**src/rtl/fifo_incr_engine.sv**
```systemverilog
module fifo_incr_engine #(
  parameter int DATA_W = 32,
  parameter int ADDR_W = 4,
  parameter logic [ADDR_W-1:0] DATA_ADDR = '0,
  parameter logic [ADDR_W-1:0] FLAG_ADDR = 1
) (
  input  logic              clk,
  input  logic              rst_n,
  input  logic              fifo_empty,
  output logic              fifo_pop,
  input  logic [DATA_W-1:0] fifo_rdata,
  output logic              sp_we,
  output logic [ADDR_W-1:0] sp_addr,
  output logic [DATA_W-1:0] sp_wdata,
  output logic              ready_flag,
  input  logic              host_ack
);

  localparam logic [DATA_W-1:0] ONE = DATA_W'(1);

  typedef enum logic [2:0] {
    S_POLL, S_POP, S_LAT, S_CAP, S_WDATA, S_WFLAG, S_HOLD, S_CLR
  } state_t;

  state_t state;
  logic [DATA_W-1:0] result;
  logic              flag_q;

  always_ff @(posedge clk) begin
    if (!rst_n) begin
      state  <= S_POLL;
      result <= '0;
      flag_q <= 1'b0;
    end else begin
      case (state)
        S_POLL:  if (!fifo_empty) state <= S_POP;
        S_POP:   state <= S_LAT;
        S_LAT:   state <= S_CAP;
        S_CAP: begin
          result <= fifo_rdata + ONE;
          state  <= S_WDATA;
        end
        S_WDATA: state <= S_WFLAG;
        S_WFLAG: begin
          flag_q <= 1'b1;
          state  <= S_HOLD;
        end
        S_HOLD: if (host_ack) begin
          flag_q <= 1'b0;
          state  <= S_CLR;
        end
        S_CLR:   state <= S_POLL;
        default: state <= S_POLL;
      endcase
    end
  end

  assign fifo_pop   = (state == S_POP);
  assign sp_we      = (state == S_WDATA) || (state == S_WFLAG) || (state == S_CLR);
  assign sp_addr    = (state == S_WDATA) ? DATA_ADDR : FLAG_ADDR;
  assign sp_wdata   = (state == S_WDATA) ? result :
                      (state == S_WFLAG) ? ONE : '0;
  assign ready_flag = flag_q;

  p_pop_single_r3: assert property (@(posedge clk) disable iff (!rst_n)
    fifo_pop |=> !fifo_pop);

  p_pop_after_nonempty_r2: assert property (@(posedge clk) disable iff (!rst_n)
    $rose(fifo_pop) |-> $past(!fifo_empty));

  p_no_pop_while_ready_r7: assert property (@(posedge clk) disable iff (!rst_n)
    ready_flag |-> !fifo_pop);

  p_incremented_data_r5: assert property (@(posedge clk) disable iff (!rst_n)
    (sp_we && sp_addr == DATA_ADDR && $past(sp_we) == 1'b0) |->
      sp_wdata == $past(fifo_rdata) + ONE);

  p_flag_held_r8: assert property (@(posedge clk) disable iff (!rst_n)
    (ready_flag && !host_ack) |=> ready_flag);

  p_flag_rise_r6: assert property (@(posedge clk) disable iff (!rst_n)
    $rose(ready_flag) |-> $past(sp_we && sp_addr == FLAG_ADDR && sp_wdata == ONE));

  p_write_target_r5: assert property (@(posedge clk) disable iff (!rst_n)
    sp_we |-> (sp_addr == DATA_ADDR || sp_addr == FLAG_ADDR));

endmodule

```
**config.mk**
```make
export PLATFORM = sky130hd
export DESIGN_NAME = fifo_incr_engine
export DESIGN_NICKNAME = d
export VERILOG_FILES = /design/src/rtl/fifo_incr_engine.sv
export SDC_FILE = /design/constraint.sdc
export NUM_CORES = 1
export LEC_CHECK = 0
export BUFFER_PORTS_ARGS = -buffer_cell sky130_fd_sc_hd__buf_2
export CAP_MARGIN = 20
export CORE_MARGIN = 2
export CORE_UTILIZATION = 40
export DETAILED_ROUTE_END_ITERATION = 8
export HOLD_SLACK_MARGIN = 0.05
export PLACE_DENSITY = 0.66
export SYNTH_ARGS = -nofsm -noshare
export SYNTH_HDL_FRONTEND = slang
export SYNTH_SLANG_ARGS = --single-unit
```
**constraint.sdc**
```tcl
create_clock -name clk -period 1.7 [get_ports clk]
set_input_delay 0.255 -clock clk [delete_from_list [all_inputs] [get_ports clk]]
set_output_delay 0.255 -clock clk [all_outputs]
set_load 0.005 [all_outputs]
```
==> impl_metrics.toml <==
[clocking]
clockBufferDepth = 2
cts_tree = "built"
ctsHtreeMaxLevel = 2
cts_inserted_buffers = 5
cts_root_buf = "clkbuf_8"
clk_latency_ns = 0.28
clock-sinks = 36
clk_pin_slew_ns = 0.07

[detailed_routing]
ant_nets = 0
drt-wirelength-per-cell_um = 12.74
drt_iter0_drc = 98
viasPerCell = 4.918
routed_wl_um = 5299
route.detailed.drc = 0
drtPass1Iterations = 4
vias = 2046

[layout]
antennaDiodeCount = 0
num-nets-final = 383
final_cell_area_sq_um = 2818
drive_gt1_share_pct = 35.26
syn2layout_area_growth_pct = 29.43

[pwr]
power_density_nw_per_um2 = 636.0
intPower_uw = 1312
clockPowerShare_pct = 31.5
p_seq_share_pct = 51.2
power.ir.vdd_worst_mv = 0.3810
swShare_pct = 26.79
p_sw_uw = 480.1
p_leak_uw = 0.001164
pwr-share-comb_pct = 17.3

[synthesis]
ys_warn_count = 0
synth.distinct_cells = 35
synthCells = 268
synthTopCellsByArea = "dfxtp_1 33%, and2_1 9.2%, xnor2_1 8.9%"
synth_top_area_share_pct = 33.10
synth_area_leader_cell = "dfxtp_1"
synth-seq-area-share_pct = 33.10
netlist_area_sq_um = 2177
ys_seq_elements = 36
syn_area_per_cell_sq_um = 8.123

[setup_path]
cp_max_fo = 16
start_kind = "register"
cp_slowest_cell = "dfxtp_4"
crit_path_cell_trace = "nand2b_4, nor2_4, buf_12, and2_4, buf_2"
cp.arrival_ns = 1.37
cp_slowest_stage_delay_ns = 0.37
required_ns = 1.44
worstSetupPathType = "register to output pin"
endpoint_kind = "output pin"

[floorplanning]
start_util_pct = 42.09
rows = 26
die-height_um = 77.78
coreArea_sq_um = 5172
ios = 75
dieArea_sq_um = 6049
die_w_um = 77.78

[min_path]
hp-class = "input pin to register"

[global_route]
antenna_found_initial = 0
grt_start_max_net_pins = 26
grt_pass1_vias = 1890
grt_use_total_pct = 18.12
grt_first_pass_wirelength_um = 8673
overflow = 0

[sta]
setup_tns_ns = 0
hold_slack_ns = 0.1878
setup_ws_ns = 0.07402
min_period_ns = 1.626
period_share_pct = 95.65
drv_slew = 0
setup_viol = 0
skew_ns = 0.003123
max_freq_ghz = 0.6150
rsz0062_at_grt = "yes"
hold_viol = 0

[place]
pre_cts_ws_ns = -0.009370
numPortBuffers = 71
place_area_sq_um = 2690
dp_hpwl_um = 3762
gp_congestion = 0.7552

[run_status]
status = "completed"

[run]
cap_violations = 0
[kinds of logic after synthesis]
family                     Yosys count  share of synthesized area (%)
AOI/OAI and AO/OA                   59                          15.63
xor gates and xnor gates            30                          12.07
adders and majority gates            1                         0.5746
buffers and inverters               31                          6.724
DFF                                 36                          33.10
muxes                                1                         0.4598
other                                1                         0.1722
and+or+nand+nor                    109                          31.26
[repair_timing]
action / in CTS / in global routing
hold buffers: 0 / 0
pin swaps: 1 / 1
gates cloned: 1 / 0
gates resized for setup: 5 / 5
setup buffers: 0 / 0
endpoints found under the setup margin: 31 / 31
[routing by layer]
metal / up-vias / track usage, % / share of wire [%]
met5: - / 0 / 0
met1: 908 / 24.29 / 49
met4: 0 / 6.607 / 1.7
met2: 57 / 28.28 / 43
met3: 7 / 4.186 / 6.2
li1: 1074 / - / -
[path summary, 6_finish.rpt]
kind              slack [ns]       start           end  cells past startpoint
hold / removal          0.19  fifo_empty      state[0]                      2
setup reg to reg        0.35    state[2]     result[1]                      5
hold reg to reg         0.48  ready_flag    ready_flag                      2
setup / recovery        0.07    state[1]  sp_wdata[15]                      5
[cell type report]
cell class / instances / area [sq um]
Clock inverter: 1 / 5.005
Multi-Input combinational cell: 203 / 1345
Timing Repair Buffer: 91 / 548.0
Fill cell: 511 / 2355
Inverter: 9 / 33.78
Sequential cell: 36 / 725.7
Clock buffer: 6 / 72.57
Tap cell: 70 / 87.58
[stage by stage]
stage,instances,util (%),power (uW)
final,416,54.48,1792
after global routing,416,54.48,1895
after CTS,416,54.33,1827
after detailed placement,408,52.01,1230
after global placement,408,52.01,1226
after floorplan,270,-,1095
[synthesized netlist by cell type, drive strengths merged]
master	instances
mux2i	1
clkbuf	15
a311oi	2
xor2	8
nand3	11
nor4	10
nand2	12
nor3	8
a2111oi	1
conb	1
and3	2
a211oi	8
or3	3
nand2b	1
and2	32
dfxtp	36
nand4	6
and4	4
o21ai	24
a21boi	1
nor2	20
xnor2	22
buf	7
a21oi	23
ha	1
inv	9
[state kept, by name (all words and copies together) (netlist names)]
signal      flops
ready_flag      1
state           3
result         32
[critical path, delay by kind of cell, from the launching register on]
| kind | cells | cell delay, ns |
|---|---|---|
| buffers and inverters | 2 | 0.27 |
| flip-flops | 1 | 0.37 |
| AND/OR/NAND/NOR | 3 | 0.45 |
[power groups by stage]
stage          Clock, uW  Sequential [uW]  Combinational, uW
2_1_floorplan          0              921                174
3_3_place_gp           0              934                292
3_5_place_dp           0              934                296
4_1_cts              597              917                313
5_1_grt              626              924                345
6_report             565              918                309
[cells in the final DEF, fill, tap and decap left out, drive strengths merged]
master / netlist / layout
a2111oi: 1 / 1
a211oi: 8 / 8
a21boi: 1 / 1
a21oi: 23 / 23
a311oi: 2 / 2
and2: 32 / 32
and3: 2 / 2
and4: 4 / 4
buf: 7 / 90
clkbuf: 15 / 7
clkinv: 0 / 1
conb: 1 / 3
dfxtp: 36 / 36
ha: 1 / 1
inv: 9 / 9
mux2i: 1 / 1
nand2: 12 / 12
nand2b: 1 / 1
nand3: 11 / 11
nand4: 6 / 6
nor2: 20 / 20
nor3: 8 / 8
nor4: 10 / 10
o21ai: 24 / 24
or3: 3 / 3
xnor2: 22 / 22
xor2: 8 / 8
Note: power is estimated with default switching activity, not from simulation.
